--- src/rtl/gray_pkg.sv ---
package gray_pkg;
  typedef struct packed {
    logic clear;
    logic advance;
  } grayStrobe_t;
endpackage

--- src/rtl/gray_ctrl.sv ---
module gray_ctrl
  import gray_pkg::*;
(
  input  logic        rst,
  input  logic        countEn,
  output grayStrobe_t strobe
);
  always_comb begin
    strobe.clear   = rst;
    strobe.advance = countEn && !rst;
  end
endmodule

--- src/rtl/gray_path.sv ---
module gray_path
  import gray_pkg::*;
#(
  parameter int WIDTH = 24
)(
  input  logic             clk,
  input  logic             rst,
  input  grayStrobe_t      strobe,
  output logic [WIDTH-1:0] grayQ,
  output logic             wrapQ
);
  localparam int MSB = WIDTH - 1;

  logic             phaseQ;
  logic [MSB-1:0]   zeroBelow;
  logic [MSB:0]     toggle;
  logic [MSB:0]     grayNext;

  // chain: zeroBelow[i] means bits i-1..0 are all zero
  assign zeroBelow[0] = 1'b1;
  generate
    for (genvar i = 1; i < MSB; i++) begin : g_zchain
      assign zeroBelow[i] = zeroBelow[i-1] & ~grayQ[i-1];
    end
  endgenerate

  assign toggle[0] = ~phaseQ;
  generate
    for (genvar n = 1; n < MSB; n++) begin : g_tog
      assign toggle[n] = phaseQ & grayQ[n-1] & zeroBelow[n-1];
    end
  endgenerate
  assign toggle[MSB] = phaseQ & (grayQ[MSB-1] | grayQ[MSB]) & zeroBelow[MSB-1];

  assign grayNext = grayQ ^ toggle;

  always_ff @(posedge clk) begin
    if (strobe.clear) begin
      grayQ  <= '0;
      phaseQ <= 1'b0;
      wrapQ  <= 1'b0;
    end else if (strobe.advance) begin
      grayQ  <= grayNext;
      phaseQ <= ~phaseQ;
      wrapQ  <= (grayNext == '0);
    end else begin
      wrapQ  <= 1'b0;
    end
  end

  p_one_bit_r2: assert property (@(posedge clk) disable iff (rst)
    strobe.advance |=> $countones(grayQ ^ $past(grayQ)) == 1);
  p_even_bit0_r3: assert property (@(posedge clk) disable iff (rst)
    (strobe.advance && !phaseQ) |=> grayQ[0] != $past(grayQ[0]));
  p_phase_parity_r4: assert property (@(posedge clk) disable iff (rst)
    phaseQ == ^grayQ);
  p_hold_r5: assert property (@(posedge clk) disable iff (rst)
    !strobe.advance |=> $stable(grayQ) && $stable(phaseQ));
  p_wrap_zero_r6: assert property (@(posedge clk) disable iff (rst)
    wrapQ |-> grayQ == '0);
  p_wrap_single_r6: assert property (@(posedge clk) disable iff (rst)
    wrapQ |=> !wrapQ);
  p_reset_r7: assert property (@(posedge clk)
    strobe.clear |=> (grayQ == '0) && !wrapQ && !phaseQ);
endmodule

--- src/rtl/gray_toggle_counter.sv ---
module gray_toggle_counter
  import gray_pkg::*;
#(
  parameter int WIDTH = 24
)(
  input  logic             clk,
  input  logic             rst,
  input  logic             countEn,
  output logic [WIDTH-1:0] grayOut,
  output logic             wrapPulse
);
  grayStrobe_t strobe;

  gray_ctrl u_ctrl (
    .rst     (rst),
    .countEn (countEn),
    .strobe  (strobe)
  );

  gray_path #(.WIDTH(WIDTH)) u_path (
    .clk    (clk),
    .rst    (rst),
    .strobe (strobe),
    .grayQ  (grayOut),
    .wrapQ  (wrapPulse)
  );
endmodule

--- config.mk ---
export PLATFORM = sky130hd
export DESIGN_NAME = gray_toggle_counter
export DESIGN_NICKNAME = d
export VERILOG_FILES = /design/src/rtl/gray_pkg.sv /design/src/rtl/gray_ctrl.sv /design/src/rtl/gray_path.sv /design/src/rtl/gray_toggle_counter.sv
export SDC_FILE = /design/constraint.sdc
export NUM_CORES = 1
export LEC_CHECK = 0
export CELL_PAD_IN_SITES_DETAIL_PLACEMENT = 1
export CELL_PAD_IN_SITES_GLOBAL_PLACEMENT = 1
export CORE_MARGIN = 2
export CORE_UTILIZATION = 36
export DETAILED_ROUTE_END_ITERATION = 8
export DONT_BUFFER_PORTS = 1
export PLACE_DENSITY_LB_ADDON = 0.1
export SYNTH_ARGS = -nofsm -noshare
export SYNTH_HDL_FRONTEND = slang
export SYNTH_HIERARCHICAL = 1
export SYNTH_SLANG_ARGS = --single-unit
--- constraint.sdc ---
create_clock -name clk -period 1.9 [get_ports clk]
set_clock_uncertainty 0.05 [all_clocks]
set_input_delay 0.285 -clock clk [delete_from_list [all_inputs] [get_ports clk]]
set_output_delay 0.285 -clock clk [all_outputs]
set_load 0.05 [all_outputs]
==> metrics.yaml <==
placedInstanceArea_mm2: 0.00193
vias: 1456
clock_path_buffers: 2
timing.final.setup_violations: 3
worst_setup_path_end_kind: "flip-flop"
synth_edf_count: 0
synth_flop_cell: "sky130_fd_sc_hd__dfxtp_1"
final_design_area_no_fill_mm2: 0.00203
crit_fanout: 4
fill_cells: 509
postCtsHoldBufs: 0
netlist_top_cells_area: "sky130_fd_sc_hd__dfxtp_1 33%, sky130_fd_sc_hd__xor2_1 11%, sky130_fd_sc_hd__nor2_1 8.5%"
placementRows: 24
core_mm2: 0.00429
cts_tree: "built"
critPathKind: "reg -> reg"
irDropWorstVdd_uv: 383
status: "finished, violations left"
floorplan.die_area_mm2: 0.00494
initial_utilization_pct: 36.9
synth_fa_ha_area_share_pct: 0.791
syn_area_per_cell_um2: 8.56
wirelength_met1_mm: 1.97
synth.distinct_cells: 46
rr_endpoint: "u_path/wrapQ$_SDFF_PP0_"
synth_compound_gate_area_share_pct: 5.61
ctsHtreeMaxLevel: 1
cts_root_buffer: "sky130_fd_sc_hd__clkbuf_8"
cp_capture_point: "u_path/wrapQ$_SDFF_PP0_"
yosys.area.top_type_share_pct: 32.9
clkSinkCount: 26
maxSlewHeadroom_pct: 65.1
grt_start_max_net_pins: 28
ys_seq_area_share_pct: 32.9
required_ns: 2.04
synth_xor_area_share_pct: 14.4
detail_route.iter0.violations: 61
grt_first_pass_wirelength_mm: 7.44
cp.arrival_ns: 2.16
setup.worst_path.start_class: "flip-flop"
timing.reg2reg.worst_path_depth: 6
cts_inserted_buffers: 3
first_global_vias: 1557
yosysTopAreaCell: "sky130_fd_sc_hd__dfxtp_1"
drive_gt1_share_pct: 35.5
syn_to_final_growth_pct: 28.0
wl_per_cell_um: 16.6
synth_fp_nets: 189
yosys_warnings: 6
cts_setup_buffers: 0
timing.fmax_ghz: 0.495
overflow: 0
place_congestion: 0.743
highest_layer: "met4"
total_count_of_max_transition_violations_in_the_final_report: 0
power.leakage_nw: 0.837
r2r_slack_ns: -0.12
antenna_found_initial: 0
layout.nets: 222
die_x_um: 70.3
period_share_pct: 106
violated_checks: "negative setup slack"
grt_setup_unrepaired: "true"
synth_area_mm2: 0.00158
postLayoutCoreUtil_pct: 47.2
syn-instance-count: 185
io-pin-count: 28
detail_route.drc_violations: 0
io_buffers: 0
gr-usage-all-layers_pct: 18.6
final_hold_viol_count: 0
ant_nets: 0
worstHoldPathType: "in -> reg"
timing_worst_slew_pin_value_ns: 0.523
die_height_um: 70.3
timing.max_cap.violations: 0
powerDensity_mw_per_mm2: 490
hp-start: "rst"
synth_top_family_by_area: "simple AND/OR/NAND/NOR gates"
setup.worst_path.start: "u_path/grayQ[0]$_SDFFE_PP0P_"
cts.reportedPaths.clkPinSlew_ns: 0.09
place.detailed.hpwl_mm: 3.41
worst_slack_ns: -0.120
first_pass_iteration_count_of_the_detailed_router: 4
post_synth_and_or_nand_nor_area_fraction_pct: 39.8
met3RoutedLength_um: 149
critical_path.reg2reg.startpoint: "u_path/grayQ[0]$_SDFFE_PP0P_"
finalWorstPathRequiredPeriod_ns: 2.02
muxShareOfSynthArea_pct: 1.34
route.detailed.vias_per_inst: 5.41
diodes: 0
asyncSetResetFlopFracSynth_pct: 0
wl_mm: 4.47
postSynthRegisterBits: 26
detailroute.wirelength.met2_mm: 2.28
worstSkewPairLatency_ns: 0.27
## synth_stat cells, types with 2 or more instances
library cell / n
sky130_fd_sc_hd__nand3b_1: 4
sky130_fd_sc_hd__nand2b_1: 3
sky130_fd_sc_hd__clkbuf_1: 7
sky130_fd_sc_hd__nor4_1: 9
sky130_fd_sc_hd__nand3_1: 7
sky130_fd_sc_hd__dfxtp_1: 26
sky130_fd_sc_hd__buf_2: 5
sky130_fd_sc_hd__xor2_1: 20
sky130_fd_sc_hd__nand4_1: 6
sky130_fd_sc_hd__and3_1: 2
sky130_fd_sc_hd__nor2b_1: 4
sky130_fd_sc_hd__or4_4: 3
sky130_fd_sc_hd__inv_1: 3
sky130_fd_sc_hd__nor2_1: 36
sky130_fd_sc_hd__or2_2: 2
sky130_fd_sc_hd__xnor2_1: 6
sky130_fd_sc_hd__or4b_1: 3
sky130_fd_sc_hd__nand4b_1: 4
sky130_fd_sc_hd__nor3b_1: 2
sky130_fd_sc_hd__nand2_1: 6
sky130_fd_sc_hd__and2_1: 2
## metal layers
layer  up-vias  global-route usage, %
li1        711                      -
met1       717                   21.4
met2        22                   34.0
met3         6                   4.47
met4         0                   4.91
met5         -                      0
## where the power goes
| part | switching, W | internal (W) |
|---|---|---|
| Clock | 0.000177 | 0.000145 |
| Sequential | 0.00000737 | 0.000542 |
| Combinational | 0.0000629 | 0.0000576 |
| Total | 0.000248 | 0.000744 |
## how the worst min path moves through the flow
stage                                    end  slack (ns)  cells after the start
6_report        u_path/grayQ[2]$_SDFFE_PP0P_        0.02                      1
5_1_grt        u_path/grayQ[16]$_SDFFE_PP0P_       0.004                      1
4_1_cts         u_path/grayQ[4]$_SDFFE_PP0P_       0.007                      1
3_5_place_dp    u_path/grayQ[1]$_SDFFE_PP0P_        0.30                      1
3_3_place_gp    u_path/grayQ[2]$_SDFFE_PP0P_        0.30                      1
2_1_floorplan   u_path/grayQ[0]$_SDFFE_PP0P_        0.47                      2
## critical path, stage by stage (launching register included)
cell	delay, ns
sky130_fd_sc_hd__dfxtp_4	0.37
sky130_fd_sc_hd__ha_1	0.30
sky130_fd_sc_hd__or4b_4	0.47
sky130_fd_sc_hd__nor4_2	0.19
sky130_fd_sc_hd__nand4_1	0.14
sky130_fd_sc_hd__a211o_1	0.28
sky130_fd_sc_hd__nor4_1	0.14
## layout make-up
class                      count  area, µm²  area share [%]
multi-input combinational    142       1030            50.8
sequential                    26        552            27.2
timing repair buffer          42        323            15.9
tap                           52       65.1            3.21
clock buffer                   3       41.3            2.04
inverter                       3       11.3           0.556
clock inverter                 1       3.75           0.185
## repair_timing
item                       CTS  global route
cloned                       0             0
setup endpoints to repair    7             9
pin swaps                    3             0
gates resized for setup      3             7
## cell usage in the layout (no fill, tap or decap), types with 3 or more instances in the layout
cell,instances
sky130_fd_sc_hd__inv_1,3
sky130_fd_sc_hd__nor2b_1,4
sky130_fd_sc_hd__nand3b_1,4
sky130_fd_sc_hd__nand3_1,6
sky130_fd_sc_hd__or4_4,3
sky130_fd_sc_hd__nor4_4,3
sky130_fd_sc_hd__buf_4,40
sky130_fd_sc_hd__xnor2_1,6
sky130_fd_sc_hd__xor2_1,20
sky130_fd_sc_hd__dfxtp_1,13
sky130_fd_sc_hd__nor2_1,36
sky130_fd_sc_hd__dfxtp_2,7
sky130_fd_sc_hd__nand2b_1,3
sky130_fd_sc_hd__nor4_1,6
sky130_fd_sc_hd__nand4_1,6
sky130_fd_sc_hd__nand2_1,6
sky130_fd_sc_hd__clkbuf_8,3
sky130_fd_sc_hd__dfxtp_4,6
sky130_fd_sc_hd__nand4b_1,4
## state kept, by name, indices dropped and copies added (netlist names)
| register | cells |
|---|---|
| u_path/wrapQ | 1 |
| u_path/grayQ | 24 |
| u_path/phaseQ | 1 |
## through the flow
stage          hold WS (ns)  total power [W]  worst slack, ns  setup TNS, ns  cells
4_1_cts             0.00685         0.000995           -0.122         -0.249    269
6_report             0.0189         0.000992           -0.120         -0.236    269
2_1_floorplan         0.475         0.000639           -0.136          -1.43    185
5_1_grt             0.00416          0.00104           -0.251         -0.769    269
3_3_place_gp          0.302         0.000664          -0.0945         -0.120    265
3_5_place_dp          0.302         0.000668           -0.133         -0.331    265
## kinds of logic (layout without fill, tap and decap cells)
kind of cell    Yosys count  count (layout)
fa+ha+maj                 1               1
buf+inv                  17              49
simple gates            102             102
compound gates           11              11
xor+xnor                 26              26
mux                       2               2
flops                    26              26
No activity file was read; power rests on OpenSTA's default activity.
